`src/rtl/audio_fade_pkg.sv`:
```
package audio_fade_pkg;

  // Strobes from the command decoder to the gain datapath
  typedef struct packed {
    logic loadMute;
    logic loadAtten;
    logic loadFull;
    logic stepUp;
    logic stepDown;
  } fadeStrobes_t;

  // Command encodings on cmdData[2:0]; bit 3 is ignored
  localparam logic [2:0] CODE_MUTE = 3'b000;
  localparam logic [2:0] CODE_DOWN = 3'b100;
  localparam logic [2:0] CODE_UP   = 3'b101;

endpackage

```
`src/rtl/audio_fade_decode.sv`:
```
module audio_fade_decode
  import audio_fade_pkg::*;
(
  input  logic         cmdWr,
  input  logic [3:0]   cmdData,
  output fadeStrobes_t strobes
);

  logic [2:0] code;
  assign code = cmdData[2:0];

  always_comb begin
    strobes = '0;
    if (cmdWr) begin
      unique casez (code)
        CODE_MUTE: strobes.loadMute  = 1'b1;
        3'b001,
        3'b01?:    strobes.loadAtten = 1'b1;
        CODE_DOWN: strobes.stepDown  = 1'b1;
        CODE_UP:   strobes.stepUp    = 1'b1;
        3'b11?:    strobes.loadFull  = 1'b1;
        default:   strobes = '0;
      endcase
    end
  end

endmodule

```
`src/rtl/audio_fade_datapath.sv`:
```
module audio_fade_datapath
  import audio_fade_pkg::*;
#(
  parameter int SAMPLE_W    = 16,
  parameter int GAIN_W      = 7,
  parameter int ATTEN_LEVEL = 32
) (
  input  logic                       clk,
  input  logic                       rstN,
  input  fadeStrobes_t               strobes,
  input  logic signed [SAMPLE_W-1:0] sampleIn,
  output logic signed [SAMPLE_W-1:0] sampleOut,
  output logic        [GAIN_W-1:0]   gainLevel,
  output logic                       muted
);

  localparam int                PROD_W   = SAMPLE_W + GAIN_W + 1;
  localparam logic [GAIN_W-1:0] GAIN_MAX = {GAIN_W{1'b1}};
  localparam logic [GAIN_W-1:0] GAIN_ATT = GAIN_W'(ATTEN_LEVEL);
  localparam logic signed [PROD_W-1:0] DIVISOR = PROD_W'(GAIN_MAX);

  logic                     atTop;
  logic                     atBottom;
  logic signed [PROD_W-1:0] product;
  logic signed [PROD_W-1:0] quotient;

  assign atTop    = (gainLevel == GAIN_MAX);
  assign atBottom = (gainLevel == '0);

  // Bounded fade counter: presets win over steps, steps saturate
  always_ff @(posedge clk or negedge rstN) begin
    if (!rstN) begin
      gainLevel <= '0;
    end else if (strobes.loadMute) begin
      gainLevel <= '0;
    end else if (strobes.loadAtten) begin
      gainLevel <= GAIN_ATT;
    end else if (strobes.loadFull) begin
      gainLevel <= GAIN_MAX;
    end else if (strobes.stepUp && !atTop) begin
      gainLevel <= gainLevel + 1'b1;
    end else if (strobes.stepDown && !atBottom) begin
      gainLevel <= gainLevel - 1'b1;
    end
  end

  // Signed scaling; signed division truncates toward zero
  always_comb begin
    product  = PROD_W'(sampleIn) * $signed({1'b0, gainLevel});
    quotient = product / DIVISOR;
  end

  always_ff @(posedge clk or negedge rstN) begin
    if (!rstN) begin
      sampleOut <= '0;
    end else begin
      sampleOut <= quotient[SAMPLE_W-1:0];
    end
  end

  assign muted = atBottom;

endmodule

```
`src/rtl/audio_fade_ctrl.sv`:
```
module audio_fade_ctrl
  import audio_fade_pkg::*;
#(
  parameter int SAMPLE_W    = 16,
  parameter int GAIN_W      = 7,
  parameter int ATTEN_LEVEL = 32
) (
  input  logic                clk,
  input  logic                rstN,
  input  logic                cmdWr,
  input  logic [3:0]          cmdData,
  input  logic [SAMPLE_W-1:0] sampleIn,
  output logic [SAMPLE_W-1:0] sampleOut,
  output logic                muted
);

  fadeStrobes_t       strobes;
  logic [GAIN_W-1:0]  gainLevel;

  audio_fade_decode u_decode (
    .cmdWr   (cmdWr),
    .cmdData (cmdData),
    .strobes (strobes)
  );

  audio_fade_datapath #(
    .SAMPLE_W    (SAMPLE_W),
    .GAIN_W      (GAIN_W),
    .ATTEN_LEVEL (ATTEN_LEVEL)
  ) u_datapath (
    .clk       (clk),
    .rstN      (rstN),
    .strobes   (strobes),
    .sampleIn  (sampleIn),
    .sampleOut (sampleOut),
    .gainLevel (gainLevel),
    .muted     (muted)
  );

endmodule

```
`config.mk`:
```
export PLATFORM = sky130hd
export DESIGN_NAME = audio_fade_ctrl
export DESIGN_NICKNAME = d
export VERILOG_FILES = /design/src/rtl/audio_fade_pkg.sv /design/src/rtl/audio_fade_decode.sv /design/src/rtl/audio_fade_datapath.sv /design/src/rtl/audio_fade_ctrl.sv
export SDC_FILE = /design/constraint.sdc
export NUM_CORES = 1
export LEC_CHECK = 0
export BUFFER_PORTS_ARGS = -buffer_cell sky130_fd_sc_hd__buf_4
export CORE_MARGIN = 2
export CORE_UTILIZATION = 60
export CTS_BUF_LIST = sky130_fd_sc_hd__clkbuf_4 sky130_fd_sc_hd__clkbuf_8
export DETAILED_ROUTE_END_ITERATION = 8
export PLACE_DENSITY_LB_ADDON = 0.3
export SLEW_MARGIN = 0
export SYNTH_ARGS = -nofsm -noshare
export SYNTH_HDL_FRONTEND = slang
export SYNTH_SLANG_ARGS = --single-unit
```
`constraint.sdc`:
```
create_clock -name clk -period 22.3 [get_ports clk]
set_input_delay 1.115 -clock clk [delete_from_list [all_inputs] [get_ports clk]]
set_output_delay 1.115 -clock clk [all_outputs]
set_load 0.1 [all_outputs]
```
==> results by group, run 1 <==
Drt
  • Final ANT Viol Nets: 0
  • Detailed-route via count: 10900
  • Initial DRC count: 894
  • DR DRC count: 3
  • Final WL: ~28000 microns
  • Drt pass-1 iters: 9
  • Vias per std cell: about 6.6
  • DR WL/cell: roughly 17 microns

Clock network
  • Reg clk slew, reported paths: 0.10 ns
  • Setup Buffers After CTS: 0
  • Cts repair resizes: 0
  • H-tree depth: 1
  • Clock Root Buffer: clkbuf_8
  • Worst skew pair latency: 0.30 ns
  • CTS Buf Count: 3
  • CTS tree: done
  • Hold buffers post-CTS: 0
  • # clock sinks: 23
  • Clock buffer depth: 2

Layout
  • Share of cells above drive strength 1: 10.4%
  • N_diodes: 0
  • Area delta synth->final: 3.74%
  • NumNets Final: 1597
  • Fill cells: 1626
  • Layout Cells excl Fill: about 1700
  • Storage cell area: ~580 sq um
  • Util after Layout: 63.7%
  • Multi-input gate area: 0.00974 sq mm

Synthesis
  • Syn_nets: roughly 1600
  • Post-synth ARST share: 100%
  • Most frequent cells after synthesis: inv_1, nand2_1, and2_1, a21oi_1, fa_1
  • Share of the synthesized area in the top cell type: 15.7%
  • Top cells by area, synth: fa_1, ha_1, and2_1, dfrtp_1, inv_1
  • Warnings from Yosys: 0
  • Post-Syn Instances: about 1400
  • Most numerous cell in the Yosys netlist: inv_1
  • Synth Area per Inst: 7.75 sq um
  • Synth cell types: ~130
  • Post-synth top flop: dfrtp_1
  • Sequential area share after synthesis: just over 5%
  • EDFF count, synth: 0
  • Synthesis-stage register bit count: 23
  • Largest area contributor in the netlist: fa_1
  • Synthesized area: 0.0111 sq mm

Global route
  • Total GRT Usage: 28.9%
  • Vias in the first global route: just over 10000
  • Initial antenna violation count: 0
  • Largest net degree at the start of global routing: 30
  • First-pass GRT wire length: ~48000 microns
  • GR Overflow Total: 0

Placement
  • Placed Instances: 1654
  • Hpwl dp: 22400 microns
  • Final Wtd Congestion: ~0.98
  • Port bufs: 38

STA
  • Worst slew pin tran: 0.971 ns
  • Setup-failing EPs final: 0
  • Slew Limit Fails: 0
  • Normalized max-slew margin: 34.6%
  • Final TNS setup: 0 ns
  • Hold Violations, Final: 0
  • Fmax: 52.0 MHz
  • Fin crit share: 86.2%
  • Clk_skew: slightly above 0.007 ns
  • Final min period: 19.23 ns
  • RSZ-0062 raised after global routing: no

Critical path
  • Buffers plus inverters on the worst setup path: 3
  • Most common cell on crit path: xnor2_1
  • Critical path class: in2reg
  • CP endpoint kind: register
  • Largest delay share family, worst path: compound AO/OA/AOI/OAI gates
  • Reg2reg end: u_datapath.sampleOut[14]
  • Worst Path Arrival: 19.43 ns
  • Reg2reg start: u_datapath.gainLevel[4]
  • Critical Path Slowest Stage Cell: o41ai_2
  • CP Launch Type: primary input
  • Worst reg2reg path depth: 58
  • Data required, critical path: about 23 ns
  • CP max stage delay: 0.91 ns
  • Crit-path max FO: 14
  • FF-to-FF setup slack: 3.15 ns

Floorplan
  • Site row count: 49
  • IO Pins: 40
  • Die footprint: between 0.015 and 0.02 sq mm
  • Initial Util: between 60% and 70%
  • Die Span Y: approximately 140 microns
  • Die Wd: 140 microns
  • Core area: 0.0181 sq mm

Status
  • Outcome: complete, but fails checks
  • Violated checks: design-rule violations

Hold path
  • Worst hold path type: in2async

Run
  • Maxcap violations: 0
## metrics by stage
stage               worst slack (ns)  instance area [sq um]  hold slack (ns)
floorplan                       5.52                  11100            0.677
global placement                3.40                  11500            0.790
detailed placement              3.22                  11500            0.799
CTS                             3.45                  11500            0.734
global route                    1.80                  11500            0.740
finish                          3.07                  11500            0.715
## cell type report
cell class | count | share of cell area, %
Clock buffer | 4 | 0.424
Inverter | 146 | 4.76
Multi-Input combinational cell | 1214 | 84.6
Sequential cell | 23 | 5.00
Tap cell | 229 | 2.49
Timing Repair Buffer | 42 | 2.74
## metal layers
| metal | share of wire [%] | routed length (microns) | track usage (%) |
|---|---|---|---|
| met3 | 5.8 | 1630 | 1.91 |
| met2 | 49 | 13700 | 51.1 |
| met5 | 0 | 0 | 0 |
| met1 | 44 | 12300 | 38.7 |
| met4 | 2.0 | 572 | 7.71 |
## flip-flops by register name (all words and copies together) (netlist names)
signal / count
u_datapath.sampleOut: 16
u_datapath.gainLevel: 7
## layout by cell type, fill, tap and decap left out, types with 23 or more instances in the layout
master	n
inv_1	145
nand2_1	122
and2_1	101
a21oi_1	88
fa_1	87
nor2_1	81
xnor2_1	60
ha_1	57
nand3_1	45
buf_4	42
nor3_1	39
o21ai_0	39
xor2_1	26
a21o_1	26
o211ai_1	24
nand4_1	23
dfrtp_1	23
## cell families (layout without fill, tap and decap cells)
kind of cell,Yosys count,in the layout,synth area share [%]
buffers and inverters,195,192,7.12
muxes,18,18,1.78
DFF,23,23,5.18
xor gates and xnor gates,91,91,7.45
AOI/OAI and AO/OA,423,423,29.6
and+or+nand+nor,538,538,26.7
adders and majority gates,144,144,22.1
## how the worst max path moves through the flow
stage | startpoint | to | slack, ns | cells after the start
2_1_floorplan | sampleIn[15] | u_datapath.sampleOut[8] | 5.52 | 66
3_3_place_gp | sampleIn[8] | u_datapath.sampleOut[14] | 3.40 | 58
3_5_place_dp | sampleIn[8] | u_datapath.sampleOut[14] | 3.22 | 58
4_1_cts | sampleIn[8] | u_datapath.sampleOut[14] | 3.45 | 58
5_1_grt | sampleIn[5] | u_datapath.sampleOut[10] | 1.80 | 59
6_report | sampleIn[8] | u_datapath.sampleOut[14] | 3.07 | 58
Power of run 1 is left out: the tool's default activity adds up to more than one toggle a clock period on the data nets, which glitch-free logic cannot reach.
==> run 2: changes to the inputs <==
--- a/config.mk
+++ b/config.mk
@@ -6,6 +6,7 @@
 export NUM_CORES = 1
 export LEC_CHECK = 0
 export BUFFER_PORTS_ARGS = -buffer_cell sky130_fd_sc_hd__buf_4
+export CORE_ASPECT_RATIO = 1.4
 export CORE_MARGIN = 2
 export CORE_UTILIZATION = 60
 export CTS_BUF_LIST = sky130_fd_sc_hd__clkbuf_4 sky130_fd_sc_hd__clkbuf_8
==> run 2 against run 1 <==
Effect of this change: critical endpoint is now u_datapath.sampleOut[4]; largest cell class unchanged; worst hold slack improved by 0.0098 ns; clock skew fell by 0.0013 ns; sequential cell count did not move; the flow now finishes without violations; cell count rose by 0.66%; first-iteration DRC count fell by 7.8%; utilization rose by 0.12 points.
==> results by group, run 2 (synthesis gave the netlist of run 1 again) <==
Status
  • Outcome: complete, no violations

Clock network
  • # clock sinks: 23
  • Clock Root Buffer: clkbuf_8
  • Hold buffers post-CTS: 0
  • Reg clk slew, reported paths: approximately 0.08 ns
  • Setup Buffers After CTS: 0
  • H-tree depth: 1
  • Cts repair resizes: 0
  • Clock buffer depth: 2
  • Worst skew pair latency: 0.28 ns
  • CTS tree: done
  • CTS Buf Count: 3

Hold path
  • Worst hold path type: in2async

Layout
  • Largest register FFs: 16
  • Biggest regs: u_datapath.sampleOut (16), u_datapath.gainLevel (7)
  • Area delta synth->final: 3.84%
  • NumNets Final: 1597
  • Largest Register: u_datapath.sampleOut
  • Share of cells above drive strength 1: 10.4%
  • Fill cells: 1619
  • N_diodes: 0
  • Most frequent cells in the layout: inv_1, nand2_1, and2_1, a21oi_1, fa_1
  • Commonest non-fill, non-tap cell in the layout: inv_1

Floorplan
  • Core area: 0.0181 sq mm
  • Die Wd: 119 microns
  • Die Span Y: roughly 160 microns
  • IO Pins: 40
  • Initial Util: 61.4%
  • Site row count: 58
  • Die footprint: 0.0196 sq mm

STA
  • Final TNS setup: 0 ns
  • Normalized max-slew margin: 42.9%
  • Fin crit share: 86.5%
  • Hold Violations, Final: 0
  • Fmax: 51.8 MHz
  • Final min period: 19.30 ns
  • Setup-failing EPs final: 0
  • Clk_skew: 0.00576 ns
  • RSZ-0062 raised after global routing: no
  • Worst slew pin tran: around 0.85 ns
  • Slew Limit Fails: 0

Global route
  • First-pass GRT wire length: 49600 microns
  • Largest net degree at the start of global routing: 30
  • GR Overflow Total: 0
  • Vias in the first global route: 10700
  • Total GRT Usage: roughly 30%
  • Initial antenna violation count: 0

Placement
  • Port bufs: 38
  • Hpwl dp: 23100 microns
  • Final Wtd Congestion: 0.976

Drt
  • Initial DRC count: 824
  • Final ANT Viol Nets: 0
  • Drt pass-1 iters: 5
  • Detailed-route via count: roughly 11000
  • Final WL: 28600 microns
  • DR DRC count: 0
  • Vias per std cell: 6.55
  • DR WL/cell: between 15 and 20 microns

Critical path
  • Reg2reg start: u_datapath.gainLevel[4]
  • CP max stage delay: roughly 0.65 ns
  • Largest delay share family, worst path: simple AND/OR/NAND/NOR gates
  • Crit-path max FO: 27
  • Most common cell on crit path: xnor2_1
  • Critical path class: in2reg
  • Buffers plus inverters on the worst setup path: 6
  • FF-to-FF setup slack: 3.11 ns
  • Critical path startpoint: sampleIn[15]
  • Data required, critical path: 22.49 ns
  • CP endpoint kind: register
  • Critical Path Slowest Stage Cell: fa_1
  • CP Launch Type: primary input
  • Worst Path Arrival: 19.48 ns

Run
  • Maxcap violations: 0
==> run 2: routing by layer <==
layer	vias to the layer above	share of wire [%]	global-route usage, %
met1	5296	39	34.3
met4	0	3.5	11.1
met5	-	0	0
li1	5198	-	-
met2	352	54	58.2
met3	91	3.4	1.48
==> run 2: cell type report <==
class                           instances  area, sq um  share of cell area (%)
Tap cell                              240          300                    2.60
Timing Repair Buffer                   42          315                    2.73
Sequential cell                        23          576                    4.99
Inverter                              146          548                    4.75
Multi-Input combinational cell       1214         9740                    84.5
Clock inverter                          1         5.00                  0.0434
Clock buffer                            3         41.3                   0.358
==> run 2: per-stage QoR <==
step	cells	hold slack [ns]	setup slack, ns	utilization, %	area, sq um
floorplan	1432	0.677	5.52	-	11100
global placement	1665	0.801	3.31	63.5	11500
detailed placement	1665	0.816	3.09	63.5	11500
CTS	1669	0.731	3.30	63.8	11500
global route	1669	0.728	1.77	63.8	11500
finish	1669	0.724	3.00	63.8	11500
==> run 2: path summary, 6_finish.rpt <==
path / endpoint / depth (start not counted)
max: u_datapath.sampleOut[4] / 61
min: u_datapath.gainLevel[5] / 1
max reg2reg: u_datapath.sampleOut[4] / 58
min reg2reg: u_datapath.gainLevel[0] / 2
max in group asynchronous: u_datapath.gainLevel[3] / 1
min in group clk: u_datapath.gainLevel[0] / 2
==> run 2: worst reg2reg max path, delay by kind of cell (launching register included) <==
kind / cells / cell delay, ns
AOI/OAI and AO/OA: 22 / 6.75
muxes: 2 / 0.55
buffers and inverters: 3 / 0.15
DFF: 1 / 0.79
adders and majority gates: 7 / 3.08
xor gates and xnor gates: 6 / 1.74
and+or+nand+nor: 18 / 6.00
Power of run 2 is left out for the same reason.
==> run 3: changes to the inputs <==
--- a/config.mk
+++ b/config.mk
@@ -9,9 +9,10 @@
 export CORE_ASPECT_RATIO = 1.4
 export CORE_MARGIN = 2
 export CORE_UTILIZATION = 60
-export CTS_BUF_LIST = sky130_fd_sc_hd__clkbuf_4 sky130_fd_sc_hd__clkbuf_8
 export DETAILED_ROUTE_END_ITERATION = 8
 export PLACE_DENSITY_LB_ADDON = 0.3
+export SETUP_SLACK_MARGIN = 0.05
+export SKIP_LAST_GASP = 1
 export SLEW_MARGIN = 0
 export SYNTH_ARGS = -nofsm -noshare
 export SYNTH_HDL_FRONTEND = slang
==> run 3 against run 2 <==
Effect of this change: cell count unchanged; critical path depth down 3; routed wire length up 0.31%; clock skew down 0.00067 ns; clock-buffer cell count unchanged; utilization up 0.19 points; fmax down 0.24%; die area unchanged; worst hold slack better by 0.019 ns; via count down 0.27%; sequential cell count unchanged; global-route usage down 0.066 points.
==> results by group, run 3 (synthesis gave the netlist of run 1 again) <==
Layout
  • Multi-input gate area: 0.00974 sq mm
  • Share of cells above drive strength 1: 10.4%
  • N_diodes: 0
  • Biggest regs: u_datapath.sampleOut (16), u_datapath.gainLevel (7)
  • Commonest non-fill, non-tap cell in the layout: inv_1
  • Largest register FFs: 16
  • Fill cells: 1615
  • NumNets Final: approximately 1600
  • Fin area: 0.0116 sq mm
  • Most frequent cells in the layout: inv_1, nand2_1, and2_1, a21oi_1, fa_1
  • Layout Cells excl Fill: 1669
  • Area delta synth->final: 4.15%
  • Largest Register: u_datapath.sampleOut
  • Storage cell area: 576 sq um

Drt
  • Final WL: 28700 microns
  • Vias per std cell: 6.54
  • Detailed-route via count: 10900
  • DR WL/cell: 17.2 microns
  • DR DRC count: 0
  • Initial DRC count: a little under 900
  • Drt pass-1 iters: 5
  • Final ANT Viol Nets: 0

Floorplan
  • Die Wd: approximately 120 microns
  • Core area: 0.0181 sq mm
  • Initial Util: a little over 60%
  • Die footprint: around 0.02 sq mm
  • Site row count: 58
  • Die Span Y: 165 microns
  • IO Pins: 40

STA
  • Hold Violations, Final: 0
  • Final min period: 19.35 ns
  • Fin crit share: 86.7%
  • Clk_skew: 0.00508 ns
  • Setup-failing EPs final: 0
  • Normalized max-slew margin: 43.2%
  • Final TNS setup: 0 ns
  • RSZ-0062 raised after global routing: no
  • Slew Limit Fails: 0
  • Fmax: between 50 and 60 MHz
  • Worst slew pin tran: 0.842 ns
  • Setup ws final: 2.95 ns

Critical path
  • CP endpoint kind: register
  • Worst Path Arrival: 19.51 ns
  • Critical path class: in2reg
  • Data required, critical path: 22.47 ns
  • Crit-path max FO: 14
  • Critical Path Slowest Stage Cell: xnor2_1
  • FF-to-FF setup slack: 3.07 ns
  • CP max stage delay: 0.63 ns
  • CP Launch Type: primary input

Placement
  • Final Wtd Congestion: slightly below 1
  • Hpwl dp: ~23000 microns
  • DP Area: 0.0115 sq mm
  • Port bufs: 38
  • Dpl ws: 3.09 ns
  • Placed Instances: 1665

Global route
  • First-pass GRT wire length: 49500 microns
  • Initial antenna violation count: 0
  • Vias in the first global route: 10700
  • GR Overflow Total: 0
  • Largest net degree at the start of global routing: 30
  • Total GRT Usage: about 30%

Clock network
  • Reg clk slew, reported paths: roughly 0.06 ns
  • CTS tree: done
  • Setup Buffers After CTS: 0
  • Clock Root Buffer: clkbuf_16
  • H-tree depth: 1
  • Worst skew pair latency: between 0.2 and 0.3 ns
  • # clock sinks: 23
  • CTS Buf Count: 3
  • Hold buffers post-CTS: 0
  • Clock buffer depth: 2
  • Cts repair resizes: 0

Status
  • Outcome: complete, no violations

Hold path
  • Worst hold path type: in2async

Run
  • Maxcap violations: 0
[run 3: changes by cell type in the layout (fill, tap and decap cells not counted)]
cell / before / now
clkbuf_8: 3 / 0
clkbuf_16: 0 / 3
[run 3: worst paths after layout]
kind                       cells after the start                       to                     from
setup / recovery                              58  u_datapath.sampleOut[4]              sampleIn[8]
min in group clk                               2  u_datapath.gainLevel[0]  u_datapath.gainLevel[0]
hold / removal                                 1  u_datapath.gainLevel[5]                     rstN
max in group asynchronous                      1  u_datapath.sampleOut[6]                     rstN
setup reg to reg                              58  u_datapath.sampleOut[4]  u_datapath.gainLevel[4]
hold reg to reg                                2  u_datapath.gainLevel[0]  u_datapath.gainLevel[0]
[run 3: stage by stage]
stage	util, %	hold WS (ns)
2_1_floorplan	-	0.677
3_3_place_gp	63.5	0.801
3_5_place_dp	63.5	0.816
4_1_cts	64.0	0.758
5_1_grt	64.0	0.760
6_report	64.0	0.744
[run 3: worst max-delay path, delay by kind of cell]
family,cells,cell delay [ns]
mux,2,0.55
buf+inv,3,0.25
compound gates,22,6.87
xor+xnor,6,1.69
fa+ha+maj,7,3.13
simple gates,18,5.86
[run 3: layout make-up]
| class | instances | share of cell area, % |
|---|---|---|
| timing repair buffer | 42 | 2.73 |
| clock inverter | 1 | 0.0433 |
| multi-input combinational | 1214 | 84.3 |
| inverter | 146 | 4.74 |
| sequential | 23 | 4.98 |
| tap | 240 | 2.60 |
| clock buffer | 3 | 0.649 |
[run 3: metal layers]
layer  share of wire [%]  GRT usage, %  vias up
met2                  54          58.1      328
met3                 3.2          1.48       81
met1                  40          34.4     5305
met5                   0             0        -
met4                 3.2          10.8        0
li1                    -             -     5194
Power of run 3 is left out for the same reason.
